## src/rtl/lin_tx_pkg.sv

```systemverilog
package lin_tx_pkg;
    localparam int DATA_W     = 8;
    localparam int LEN_W      = 2;
    localparam int BRK_BASE   = 13;
    localparam int BRK_MAX    = BRK_BASE + (2 ** LEN_W) - 1;
    localparam int CNT_W      = $clog2(BRK_MAX + 1);
    localparam int FRAME_BITS = DATA_W + 2;
    localparam int IDX_W      = $clog2(FRAME_BITS);

    typedef enum logic [1:0] {
        LN_IDLE  = 2'd0,
        LN_BREAK = 2'd1,
        LN_DELIM = 2'd2,
        LN_FRAME = 2'd3
    } line_st_t;

    typedef struct packed {
        logic [LEN_W-1:0] len;
        logic             ien;
    } tx_cfg_t;

    function automatic logic [CNT_W-1:0] brk_ticks(input logic [LEN_W-1:0] sel);
        return CNT_W'(BRK_BASE) + CNT_W'(sel);
    endfunction
endpackage

```

## src/rtl/lin_tx_regs.sv

```systemverilog
module lin_tx_regs
    import lin_tx_pkg::*;
(
    input  logic              clk,
    input  logic              rst,
    input  logic              cfg_we,
    input  logic              cfg_brk,
    input  logic [LEN_W-1:0]  cfg_len,
    input  logic              cfg_ien,
    input  logic              tdr_we,
    input  logic [DATA_W-1:0] tdr_data,
    input  logic              line_brk,
    input  logic              brk_taken,
    input  logic              take,
    output tx_cfg_t           cfg_q,
    output logic              brk_pend,
    output logic              brk_busy,
    output logic              hold_full,
    output logic [DATA_W-1:0] hold_data,
    output logic              tx_empty,
    output logic              tx_irq
);
    assign brk_busy = brk_pend | line_brk;
    assign tx_empty = ~hold_full & ~brk_busy;
    assign tx_irq   = cfg_q.ien & tx_empty;

    always_ff @(posedge clk) begin
        if (rst) begin
            cfg_q    <= '0;
            brk_pend <= 1'b0;
        end else begin
            if (cfg_we) begin
                cfg_q.len <= cfg_len;
                cfg_q.ien <= cfg_ien;
            end
            if (brk_taken)
                brk_pend <= 1'b0;
            else if (cfg_we && cfg_brk && !brk_busy)
                brk_pend <= 1'b1;
        end
    end

    always_ff @(posedge clk) begin
        if (rst) begin
            hold_full <= 1'b0;
            hold_data <= '0;
        end else if (take) begin
            hold_full <= 1'b0;
        end else if (tdr_we && !hold_full) begin
            hold_full <= 1'b1;
            hold_data <= tdr_data;
        end
    end

    // an accepted byte stays unchanged until the sequencer takes it
    p_hold_keep_r10: assert property (@(posedge clk) disable iff (rst)
        (hold_full && !take) |=> (hold_full && $stable(hold_data)));

    // a request is only consumed by a break start
    p_req_consumed_r8: assert property (@(posedge clk) disable iff (rst)
        $fell(brk_pend) |-> line_brk);
endmodule

```

## src/rtl/lin_tx_seq.sv

```systemverilog
module lin_tx_seq
    import lin_tx_pkg::*;
(
    input  logic              clk,
    input  logic              rst,
    input  logic              tick,
    input  logic              brk_pend,
    input  logic              brk_busy,
    input  logic [LEN_W-1:0]  brk_len,
    input  logic              hold_full,
    input  logic [DATA_W-1:0] hold_data,
    output logic              brk_taken,
    output logic              take,
    output logic              line_brk,
    output line_st_t          state_o,
    output logic              sout
);
    line_st_t          state;
    logic [CNT_W-1:0]  cnt;
    logic [IDX_W-1:0]  idx;
    logic [DATA_W-1:0] shreg;
    logic              pend_valid;
    logic [DATA_W-1:0] pend_data;
    logic              frame_last;
    logic              boundary;

    assign frame_last = (idx == IDX_W'(FRAME_BITS - 1));
    assign boundary   = tick && ((state == LN_IDLE) || (state == LN_DELIM) ||
                                 ((state == LN_FRAME) && frame_last));
    assign brk_taken  = boundary && brk_pend;
    assign take       = hold_full && !pend_valid && !brk_busy;
    assign line_brk   = (state == LN_BREAK);
    assign state_o    = state;

    always_ff @(posedge clk) begin
        if (rst) begin
            state      <= LN_IDLE;
            cnt        <= '0;
            idx        <= '0;
            shreg      <= '0;
            pend_valid <= 1'b0;
            pend_data  <= '0;
        end else begin
            if (take) begin
                pend_valid <= 1'b1;
                pend_data  <= hold_data;
            end
            if (boundary) begin
                if (brk_pend) begin
                    state <= LN_BREAK;
                    cnt   <= brk_ticks(brk_len) - CNT_W'(1);
                end else if (pend_valid) begin
                    state      <= LN_FRAME;
                    idx        <= '0;
                    shreg      <= pend_data;
                    pend_valid <= 1'b0;
                end else begin
                    state <= LN_IDLE;
                end
            end else if (tick) begin
                case (state)
                    LN_BREAK: begin
                        if (cnt == '0)
                            state <= LN_DELIM;
                        else
                            cnt <= cnt - CNT_W'(1);
                    end
                    LN_FRAME: begin
                        if (idx != '0)
                            shreg <= shreg >> 1;
                        idx <= idx + IDX_W'(1);
                    end
                    default: ;
                endcase
            end
        end
    end

    always_comb begin
        case (state)
            LN_BREAK: sout = 1'b0;
            LN_FRAME: begin
                if (idx == '0)
                    sout = 1'b0;
                else if (frame_last)
                    sout = 1'b1;
                else
                    sout = shreg[0];
            end
            default:  sout = 1'b1;
        endcase
    end

    // independent tick count of the dominant period, used by the length check
    logic [CNT_W-1:0] seen_ticks;
    logic [CNT_W-1:0] want_ticks;
    always_ff @(posedge clk) begin
        if (rst) begin
            seen_ticks <= '0;
            want_ticks <= '0;
        end else if (brk_taken) begin
            seen_ticks <= '0;
            want_ticks <= brk_ticks(brk_len);
        end else if (tick && line_brk) begin
            seen_ticks <= seen_ticks + CNT_W'(1);
        end
    end

    // the break ends after exactly the selected number of bit times
    p_brk_len_r3: assert property (@(posedge clk) disable iff (rst)
        (line_brk && tick && cnt == '0) |-> (seen_ticks + CNT_W'(1) == want_ticks));

    // a frame never starts straight out of the dominant period
    p_delim_r7: assert property (@(posedge clk) disable iff (rst)
        (state == LN_FRAME && $past(state) != LN_FRAME) |-> ($past(state) != LN_BREAK));

    // the pending stage is only loaded when free
    p_one_take_r10: assert property (@(posedge clk) disable iff (rst)
        take |-> !pend_valid);
endmodule

```

## src/rtl/lin_brk_tx.sv

```systemverilog
module lin_brk_tx
    import lin_tx_pkg::*;
(
    input  logic              clk,
    input  logic              rst,
    input  logic              baud_tick,
    input  logic              cfg_we,
    input  logic              cfg_brk,
    input  logic [LEN_W-1:0]  cfg_len,
    input  logic              cfg_ien,
    input  logic              tdr_we,
    input  logic [DATA_W-1:0] tdr_data,
    output logic              sout,
    output logic              brk_busy,
    output logic              tx_empty,
    output logic              tx_irq
);
    tx_cfg_t           cfg_q;
    logic              brk_pend;
    logic              hold_full;
    logic [DATA_W-1:0] hold_data;
    logic              line_brk;
    logic              brk_taken;
    logic              take;
    line_st_t          line_st;

    lin_tx_regs u_regs (
        .clk       (clk),
        .rst       (rst),
        .cfg_we    (cfg_we),
        .cfg_brk   (cfg_brk),
        .cfg_len   (cfg_len),
        .cfg_ien   (cfg_ien),
        .tdr_we    (tdr_we),
        .tdr_data  (tdr_data),
        .line_brk  (line_brk),
        .brk_taken (brk_taken),
        .take      (take),
        .cfg_q     (cfg_q),
        .brk_pend  (brk_pend),
        .brk_busy  (brk_busy),
        .hold_full (hold_full),
        .hold_data (hold_data),
        .tx_empty  (tx_empty),
        .tx_irq    (tx_irq)
    );

    lin_tx_seq u_seq (
        .clk       (clk),
        .rst       (rst),
        .tick      (baud_tick),
        .brk_pend  (brk_pend),
        .brk_busy  (brk_busy),
        .brk_len   (cfg_q.len),
        .hold_full (hold_full),
        .hold_data (hold_data),
        .brk_taken (brk_taken),
        .take      (take),
        .line_brk  (line_brk),
        .state_o   (line_st),
        .sout      (sout)
    );

    // the empty flag stays low while the line is dominant
    p_empty_low_r4: assert property (@(posedge clk) disable iff (rst)
        line_brk |-> !tx_empty);

    // the request readback clears only as the break hands over to the delimiter
    p_selfclear_r8: assert property (@(posedge clk) disable iff (rst)
        $fell(brk_busy) |-> (line_st == LN_DELIM));

    // an enabled interrupt accompanies the empty flag's return
    p_irq_rise_r5: assert property (@(posedge clk) disable iff (rst)
        ($rose(tx_empty) && cfg_q.ien) |-> tx_irq);

    // the line is low whenever a break is running
    p_brk_low_r2: assert property (@(posedge clk) disable iff (rst)
        (brk_busy && !brk_pend) |-> !sout);
endmodule

```

## config.mk

```make
export PLATFORM = sky130hd
export DESIGN_NAME = lin_brk_tx
export DESIGN_NICKNAME = d
export VERILOG_FILES = /design/src/rtl/lin_tx_pkg.sv /design/src/rtl/lin_tx_regs.sv /design/src/rtl/lin_tx_seq.sv /design/src/rtl/lin_brk_tx.sv
export SDC_FILE = /design/constraint.sdc
export NUM_CORES = 1
export LEC_CHECK = 0
export BUFFER_PORTS_ARGS = -buffer_cell sky130_fd_sc_hd__buf_4
export CAP_MARGIN = 20
export CORE_UTILIZATION = 30
export CTS_BUF_LIST = sky130_fd_sc_hd__clkbuf_2
export DETAILED_ROUTE_END_ITERATION = 6
export GPL_TIMING_DRIVEN = 0
export MAX_ROUTING_LAYER = met4
export PLACE_DENSITY = 0.57
export SYNTH_ARGS = -nofsm -noshare
export SYNTH_HDL_FRONTEND = slang
export SYNTH_SLANG_ARGS = --single-unit
```

## constraint.sdc

```tcl
create_clock -name clk -period 1.8 [get_ports clk]
set_input_delay 0.09 -clock clk [delete_from_list [all_inputs] [get_ports clk]]
set_output_delay 0.09 -clock clk [all_outputs]
set_load 0.02 [all_outputs]
```

==> flow_summary.ini, run 1 <==
[run_status]
status = complete, no violations

[clock_network]
clk_latency_ps = 400
ctsHtreeMaxLevel = 2
numClockSinks = 41
cts-root-buf = clkbuf_2
clk_path_buf_depth = 2
numCtsBuffers = 5
cts_tree = built
clk_pin_slew_ps = 220

[logic_synthesis]
synth_edf_count = 0
synth.avg_cell_area_um2 = 9.38
yosys_warnings = 0
syn_area_um2 = 2040
synthCells = 218
syn-num-nets = 239
ys_types = 48
synth_flop_cell = dfxtp_1
synth-seq-area-share = 0.401
async_flop_share = 0
yosys_register_bits = 41

[sta]
period_needed_ps = 1700
maxSlewViolCount = 0
setup_viol = 0
slew_headroom = 0.616
fin_skew_ps = 22.1
max_freq_mhz = 590
finalCritPeriodShare = 0.942
setup_ws_ps = 105
timing.final.hold_violations = 0
rsz0062_at_grt = true
tightestPinTransition_ps = 577

[global_route]
grt_pass1_vias = 1631
track_usage = 0.140
grt_start_max_net_pins = 14
antenna_found_initial = 0
overflow = 0
grt_pass1_wl_mm = 7.77

[detailed_routing]
via_count = 1713
firstDrtPassIters = 4
drtAntennaViolNets = 0
viasPerCell = 4.95
drc = 0
drt_wl_total_mm = 4.57
drt_iter0_drc = 61
wl_per_cell_um = 13.2

[worst_hold_path]
hp-class = in -> reg
min_from = cfg_brk
holdPathStages = 4

[power]
p_per_area_nw_per_um2 = 807
total_power_uw = 2140
p_leak_uw = 0.00105
ir_worst_vdd_uv = 484

[critical_path]
ff2ff_path_depth = 6
worst_ep_arrival_time_ps = 1610
critPathBufInv = 2
worstPathMaxFanout = 4
worstSetupStartpoint = u_seq.idx[1]
cp-start-kind = flip-flop
timing.rr.start = u_seq.cnt[0]
end_kind = primary output
required_ps = 1710
max_stage_delay_ps = 400
cp_top_family = flip-flops
cp_cell_sequence = inv_1 > ha_2 > a21o_1 > a21oi_1 > o21ai_1 > buf_4
worst-path-stages = 6
crit_type = reg -> out
cp_slowest_cell = dfxtp_2

[die]
core-area_um2 = 6460
die_w_um = 84.6
die_area_um2 = 7150
dieHeight_um = 84.6
boundaryPins = 21
num_rows = 29
initial_core_util = 0.317

[layout]
final_cell_area_um2 = 2650
layout-drive-gt1-share = 0.264
area_delta_synth_final_pct = 29.6
layout.nets = 289
nFillCells = 668
utilization = 0.410
final_common_cell = dfxtp_1
layout_common_cells = dfxtp_1, buf_4, nor2_1, mux2i_1, nand2_1
num_antenna_cells = 0

[placement]
dp_hpwl_mm = 3.21
globalplace.congestion = 0.788
portBuffers = 20
place_area_um2 = 2290
pre_cts_slack_ps = -11.6

[run]
cap_violations = 0
## worst paths after layout
kind	endpoint	slack (ps)
max	sout	100
min reg2reg	u_seq.pend_data[6]	500
max reg2reg	u_seq.cnt[1]	100
min	u_regs.brk_pend	20
## worst min-delay path, stage by stage
cell	delay (ps)
buf_4	80
nand2_1	50
a2bb2oi_1	120
nor2_1	70
## power breakdown
group / internal, uW / leakage (uW) / switching, uW / total [uW]
sequential: 962 / 0.000337 / 43.4 / 1010
clock: 371 / 0.0000529 / 319 / 690
combinational: 216 / 0.000659 / 227 / 442
## sequential cells by signal, summed over array words and instances (netlist names)
register	cells
u_seq.shreg	8
u_regs.brk_pend	1
u_regs.hold_data	8
u_regs.cfg_q	3
u_seq.idx	4
u_seq.state_o	2
u_regs.hold_full	1
u_seq.pend_valid	1
u_seq.cnt	5
u_seq.pend_data	8
## what timing repair did
| action | CTS | global route |
|---|---|---|
| setup endpoints to repair | 9 | 18 |
| pin swaps | 1 | 1 |
| hold endpoints to repair | 15 | 0 |
| setup buffers | 2 | 5 |
| hold buffers | 16 | 0 |
| gates resized for setup | 2 | 15 |
## routing by layer
metal,vias up,track usage,part of all wire
met3,4,0.0344,0.028
li1,885,-,-
met4,0,0.0431,0.0087
met2,27,0.214,0.45
met1,797,0.182,0.51
met5,-,-,0
## area by class of cell
| class | count | area [um^2] | share of cell area |
|---|---|---|---|
| Clock buffer | 5 | 25.0 | 0.00944 |
| Clock inverter | 3 | 65.1 | 0.0246 |
| Inverter | 14 | 52.6 | 0.0198 |
| Timing Repair Buffer | 43 | 375 | 0.142 |
| Buffer | 12 | 77.6 | 0.0293 |
| Tap cell | 77 | 96.3 | 0.0364 |
| Sequential cell | 41 | 835 | 0.315 |
| Multi-Input combinational cell | 151 | 1120 | 0.424 |
## cell families (layout without fill, tap and decap cells)
logic type,after synthesis,count (layout),synth area share
muxes,19,19,0.0930
and+or+nand+nor,72,72,0.190
DFF,41,41,0.401
AOI/OAI and AO/OA,56,56,0.227
adders and majority gates,4,4,0.0245
buffers and inverters,26,77,0.0636
## cells in the mapped netlist, drive strengths merged, types with 3 or more instances
cell type   n  area share
dfxtp      41        0.40
nor2       26       0.048
mux2i      19       0.093
nand2      18       0.033
inv        14       0.026
a21oi      10       0.028
a31oi      10       0.031
buf         8       0.031
o21ai       8       0.021
a311oi      7       0.051
a211oi      5       0.029
a21o        4       0.015
clkbuf      4      0.0073
ha          4       0.024
nor3        4       0.012
o22ai       4       0.012
and3        3      0.0092
nand2b      3      0.0092
## per-stage QoR
| stage | TNS [ps] | instances | hold slack, ps |
|---|---|---|---|
| after detailed placement | -41.3 | 315 | 330 |
| final | 0 | 346 | 22.7 |
| after global placement | -12.1 | 315 | 323 |
| after CTS | 0 | 341 | 7.85 |
| after global routing | -2.09 | 346 | 10.4 |
| after floorplan | 0 | 218 | 237 |
Power figures use the tool's default switching activity.
==> run 2: changes to the inputs <==
- clock period: 1.8 -> 1.9 ns (I/O delays scaled with it)
==> run 2 against run 1 <==
Against the previous run:
- final area down 3.6%
- sequential share of layout area rose by 0.89 points
- critical path type is now reg -> reg
- critical path depth is 1 higher
- hold slack gained 9.0 ps
- non-clock buffer count down 7
==> flow_summary.ini, run 2 (same netlist as run 1, synthesis figures left out) <==
[run_status]
status = complete, no violations

[critical_path]
worstPathMaxFanout = 9
worstSetupStartpoint = u_seq.idx[0]
max_stage_delay_ps = 420
end_kind = flip-flop
r2r-end = u_seq.shreg[4]
critPathBufInv = 2
cp_slowest_cell = dfxtp_2
crit_type = reg -> reg
timing.rr.start = u_seq.idx[0]
cp-start-kind = flip-flop
worst_ep_arrival_time_ps = 2090
worst-path-stages = 7
rrSetupSlack_ps = 80
cp_cell_sequence = inv_1 > ha_1 > nor3b_1 > o21ai_2 > and3_1 > buf_4 > a311oi_2
crit_end = u_seq.shreg[4]
cp_top_family = compound AO/OA/AOI/OAI gates
required_ps = 2170
ff2ff_path_depth = 7

[layout]
layout.nets = 282
layout_common_cells = dfxtp_1, nor2_1, buf_4, mux2i_1, nand2_1
final_cells = 339
final_cell_area_um2 = 2550
utilization = 0.395
area_delta_synth_final_pct = 24.9
reg.largest.list = u_regs.hold_data: 8 flops, u_seq.pend_data: 8 flops, u_seq.shreg: 8 flops
layout-drive-gt1-share = 0.221
final_common_cell = dfxtp_1
num_antenna_cells = 0

[detailed_routing]
viasPerCell = 4.99
drt_wl_total_mm = 4.51
drc = 0
drt_iter0_drc = 89
wl_per_cell_um = 13.3
via_count = 1692
firstDrtPassIters = 4
drtAntennaViolNets = 0

[worst_hold_path]
hp-class = in -> reg

[sta]
tightestPinTransition_ps = 591
max_freq_mhz = 548
setup_viol = 0
period_needed_ps = 1820
fin_skew_ps = 23.3
timing.final.hold_violations = 0
slew_headroom = 0.606
maxSlewViolCount = 0
finalCritPeriodShare = 0.960

[placement]
portBuffers = 20
place_area_um2 = 2290
dp.cells = 315
dp_hpwl_mm = 3.21
globalplace.congestion = 0.788

[die]
boundaryPins = 21
die_area_um2 = 7150
initial_core_util = 0.317
dieHeight_um = 84.6
die_w_um = 84.6
num_rows = 29
core-area_um2 = 6460

[run]
cap_violations = 0

[clock_network]
cts-root-buf = clkbuf_2
clk_pin_slew_ps = 220
clk_path_buf_depth = 2
ctsHtreeMaxLevel = 2
numClockSinks = 41
clk_latency_ps = 400
numCtsBuffers = 5
cts_tree = built

[global_route]
overflow = 0
grt_pass1_wl_mm = 7.71
grt_start_max_net_pins = 14
track_usage = 0.139
grt_pass1_vias = 1619
antenna_found_initial = 0

[power]
ir_worst_vdd_uv = 453
p_per_area_nw_per_um2 = 784
p_leak_uw = 0.00101
run 2: cell types whose count changed in the layout (fill, tap and decap cells not counted), moves of 2 or more:
cell	before	now
dfxtp_1	36	38
ha_2	2	0
dfxtp_4	3	1
ha_1	2	4
buf_4	28	22
run 2: metal layers:
metal,part of all wire,wire length (um),GRT usage,vias up
met5,0,0,-,-
met4,0.0084,38,0.0431,0
met3,0.029,131,0.0344,4
met2,0.45,2020,0.213,29
met1,0.51,2320,0.180,791
li1,-,-,-,868
run 2: how the worst min path moves through the flow:
| stage | startpoint | to | slack [ps] | cells past startpoint |
|---|---|---|---|---|
| CTS | cfg_brk | u_regs.brk_pend | 10 | 4 |
| global placement | tdr_data[1] | u_regs.hold_data[1] | 330 | 3 |
| floorplan | cfg_ien | u_regs.cfg_q[0] | 240 | 2 |
| detailed placement | tdr_data[3] | u_regs.hold_data[3] | 340 | 3 |
| finish | cfg_brk | u_regs.brk_pend | 30 | 4 |
| global route | cfg_brk | u_regs.brk_pend | 20 | 4 |
run 2: area by class of cell:
class / instances / area (um^2)
plain buffers: 12 / 77.6
clock buffers: 5 / 25.0
clock inverters: 3 / 65.1
fillers: 673 / 3910
inverters: 14 / 52.6
multi-input cells: 151 / 1100
flip-flops and latches: 41 / 827
well taps: 77 / 96.3
repair buffers: 36 / 310
run 2: what timing repair did:
action	in CTS	in global routing
hold buffers	16	0
buffers inserted	0	0
gates resized for setup	0	5
endpoints found under the hold margin	15	0
setup endpoints to repair	0	11
run 2: power by group:
group	internal [uW]	switching (uW)	leakage, uW
clock	352	300	0.0000529
sequential	913	40.3	0.000336
combinational	188	210	0.000621
total	1450	550	0.00101
run 2: worst min-delay path, cell delays in order:
cell	delay (ps)
buf_4	80
nand2_1	50
a2bb2oi_1	120
nor2_1	70
run 2: metrics by stage:
stage / worst slack, ps / hold slack [ps] / TNS (ps) / power (uW)
finish: 75.4 / 31.7 / 0 / 2000
CTS: 52.0 / 12.8 / 0 / 2020
floorplan: 342 / 242 / 0 / 1230
detailed placement: 88.4 / 335 / 0 / 1340
global route: -2.15 / 15.4 / -2.15 / 2100
global placement: 96.8 / 328 / 0 / 1330
==> run 3: changes to the inputs <==
- ABC_AREA: unset -> 1
- CELL_PAD_IN_SITES_DETAIL_PLACEMENT: unset -> 0
- CELL_PAD_IN_SITES_GLOBAL_PLACEMENT: unset -> 2
- PLACE_DENSITY: 0.57 -> 0.84
==> run 3 against run 2 <==
Against the previous run:
- critical endpoint is now sout
- critical path type is now reg -> out
- sequential power grew 2%
- hold slack gained 19 ps
- die area shrank 5.4%
- final area shrank 7.5%
- combinational power grew 11%
- largest power group unchanged
- final cell count up 15%
- register-to-register slack better by 110 ps
==> flow_summary.ini, run 3 <==
[sta]
slew_headroom = 0.715
max_freq_mhz = 584
rsz0062_at_grt = false
finalCritPeriodShare = 0.902
fin_skew_ps = 14.4
period_needed_ps = 1710
finalSetupTns_ps = 0
setup_viol = 0
timing.final.hold_violations = 0
tightestPinTransition_ps = 428
maxSlewViolCount = 0

[logic_synthesis]
syn-num-nets = 295
synth_flop_cell = dfxtp_1
synth.avg_cell_area_um2 = 7.05
synthCells = 274
synth-seq-area-share = 0.425
yosys.area.top_type = dfxtp_1
yosys_warnings = 0
synth_edf_count = 0
yosys_register_bits = 41
syn_area_um2 = 1930
yosysTopAreaCellShare = 0.425
ys_top_cells_by_area = dfxtp_1, nand2_1, nor2_1
async_flop_share = 0
ys_types = 29
synth_commonest_cells = nand2_1, nor2_1, dfxtp_1

[detailed_routing]
wl_per_cell_um = 10.6
firstDrtPassIters = 4
drtAntennaViolNets = 0
viasPerCell = 4.36
drt_wl_total_mm = 4.16
drc = 0
drt_iter0_drc = 75
via_count = 1703

[critical_path]
timing.rr.start = u_seq.idx[1]
rrSetupSlack_ps = 190
critPathBufInv = 2
cp_top_family = flip-flops
cp_slowest_cell = dfxtp_1
cp_cell_sequence = inv_1 > ha_1 > nand2_1 > nor2_1 > o31ai_1 > buf_4
end_kind = primary output
cp-start-kind = flip-flop
max_stage_delay_ps = 420
required_ps = 1800
r2r-end = u_seq.shreg[6]
ff2ff_path_depth = 12
crit_type = reg -> out
worstPathMaxFanout = 4
worst_ep_arrival_time_ps = 1620

[global_route]
track_usage = 0.146
antenna_found_initial = 0
grt_start_max_net_pins = 14
grt_pass1_wl_mm = 7.16
overflow = 0
grt_pass1_vias = 1492

[die]
core-area_um2 = 6060
initial_core_util = 0.319
dieHeight_um = 82.2
die_w_um = 82.2
num_rows = 28
die_area_um2 = 6760
boundaryPins = 21

[worst_hold_path]
hp-class = in -> reg
min_from = cfg_brk
holdPathStages = 5
holdPathEnd = u_regs.brk_pend

[clock_network]
ctsHtreeMaxLevel = 2
clk_pin_slew_ps = 220
clk_path_buf_depth = 2
cts_tree = built
clk_latency_ps = 400
cts-root-buf = clkbuf_2
post_cts_buffers = 0
numClockSinks = 41
numCtsBuffers = 5

[layout]
layout-drive-gt1-share = 0.152
reg.largest.list = u_regs.hold_data: 8 flops, u_seq.pend_data: 8 flops, u_seq.shreg: 8 flops
final_cells = 391
layout.nets = 336
num_antenna_cells = 0
layout_common_cells = nand2_1, nor2_1, dfxtp_1, inv_1, o21ai_0
area_delta_synth_final_pct = 22.3
nFillCells = 674

[power]
p_per_area_nw_per_um2 = 763
p_leak_uw = 0.00108
ir_worst_vdd_uv = 363

[placement]
portBuffers = 19
globalplace.congestion = 0.703
dp_hpwl_mm = 2.99
dp.cells = 368

[run_status]
status = complete, no violations

[run]
cap_violations = 0
==> run 3: repair_timing <==
action,CTS,global route
setup endpoints to repair,0,1
hold endpoints to repair,11,0
hold buffers,15,0
gates resized for setup,0,1
==> run 3: cells by family after synthesis <==
kind of cell | after synthesis | synth area share
AND/OR/NAND/NOR | 127 | 0.285
flip-flops | 41 | 0.425
AO/OA/AOI/OAI | 53 | 0.150
buffers and inverters | 46 | 0.100
adder cells (fa/ha/maj) | 4 | 0.0259
XOR/XNOR | 3 | 0.0136
==> run 3: routing by layer <==
metal	vias up	track usage	routed length, um
met2	21	0.225	1870
met1	731	0.191	2140
met5	-	-	0
met4	0	0.0421	45
li1	944	-	-
met3	7	0.0330	99
==> run 3: how the worst max path moves through the flow <==
stage / start / slack (ps) / cells after the start / to
6_report: u_seq.idx[1] / 190 / 6 / sout
5_1_grt: u_seq.idx[1] / 30 / 11 / u_seq.shreg[1]
4_1_cts: u_seq.idx[0] / 70 / 6 / sout
3_5_place_dp: u_seq.idx[1] / 200 / 12 / u_seq.shreg[6]
3_3_place_gp: u_seq.idx[1] / 210 / 11 / u_seq.shreg[7]
2_1_floorplan: u_seq.idx[1] / 430 / 11 / u_seq.shreg[0]
==> run 3: cell type report <==
class	count	area (um^2)	area share
Multi-Input combinational cell	187	916	0.388
Sequential cell	41	822	0.348
Timing Repair Buffer	34	293	0.124
Inverter	38	143	0.0604
Tap cell	75	93.8	0.0397
Buffer	8	51.3	0.0217
Clock buffer	5	25.0	0.0106
Clock inverter	3	17.5	0.00742
==> run 3: metrics by stage <==
step                      setup WS, ps   util  hold slack, ps  total power, uW  instance area, um^2
after floorplan                    433      -             230             1290                 1930
after global placement             207  0.358             325             1410                 2170
after detailed placement           202  0.358             325             1410                 2170
after CTS                         73.8  0.389            19.6             1830                 2360
after global routing              33.6  0.390            32.3             1940                 2360
final                              187  0.390            50.9             1800                 2360
==> run 3: worst min-delay path, cell delays in order <==
cell and delay [ps]:
buf_4 110, nand2_1 50, o21ai_0 80, nand3_1 70, inv_1 30
==> run 3: where the power goes <==
part	total [uW]	internal, uW	switching [uW]
logic	442	177	265
clock network	388	86.0	302
registers	971	935	35.5
total	1800	1200	602
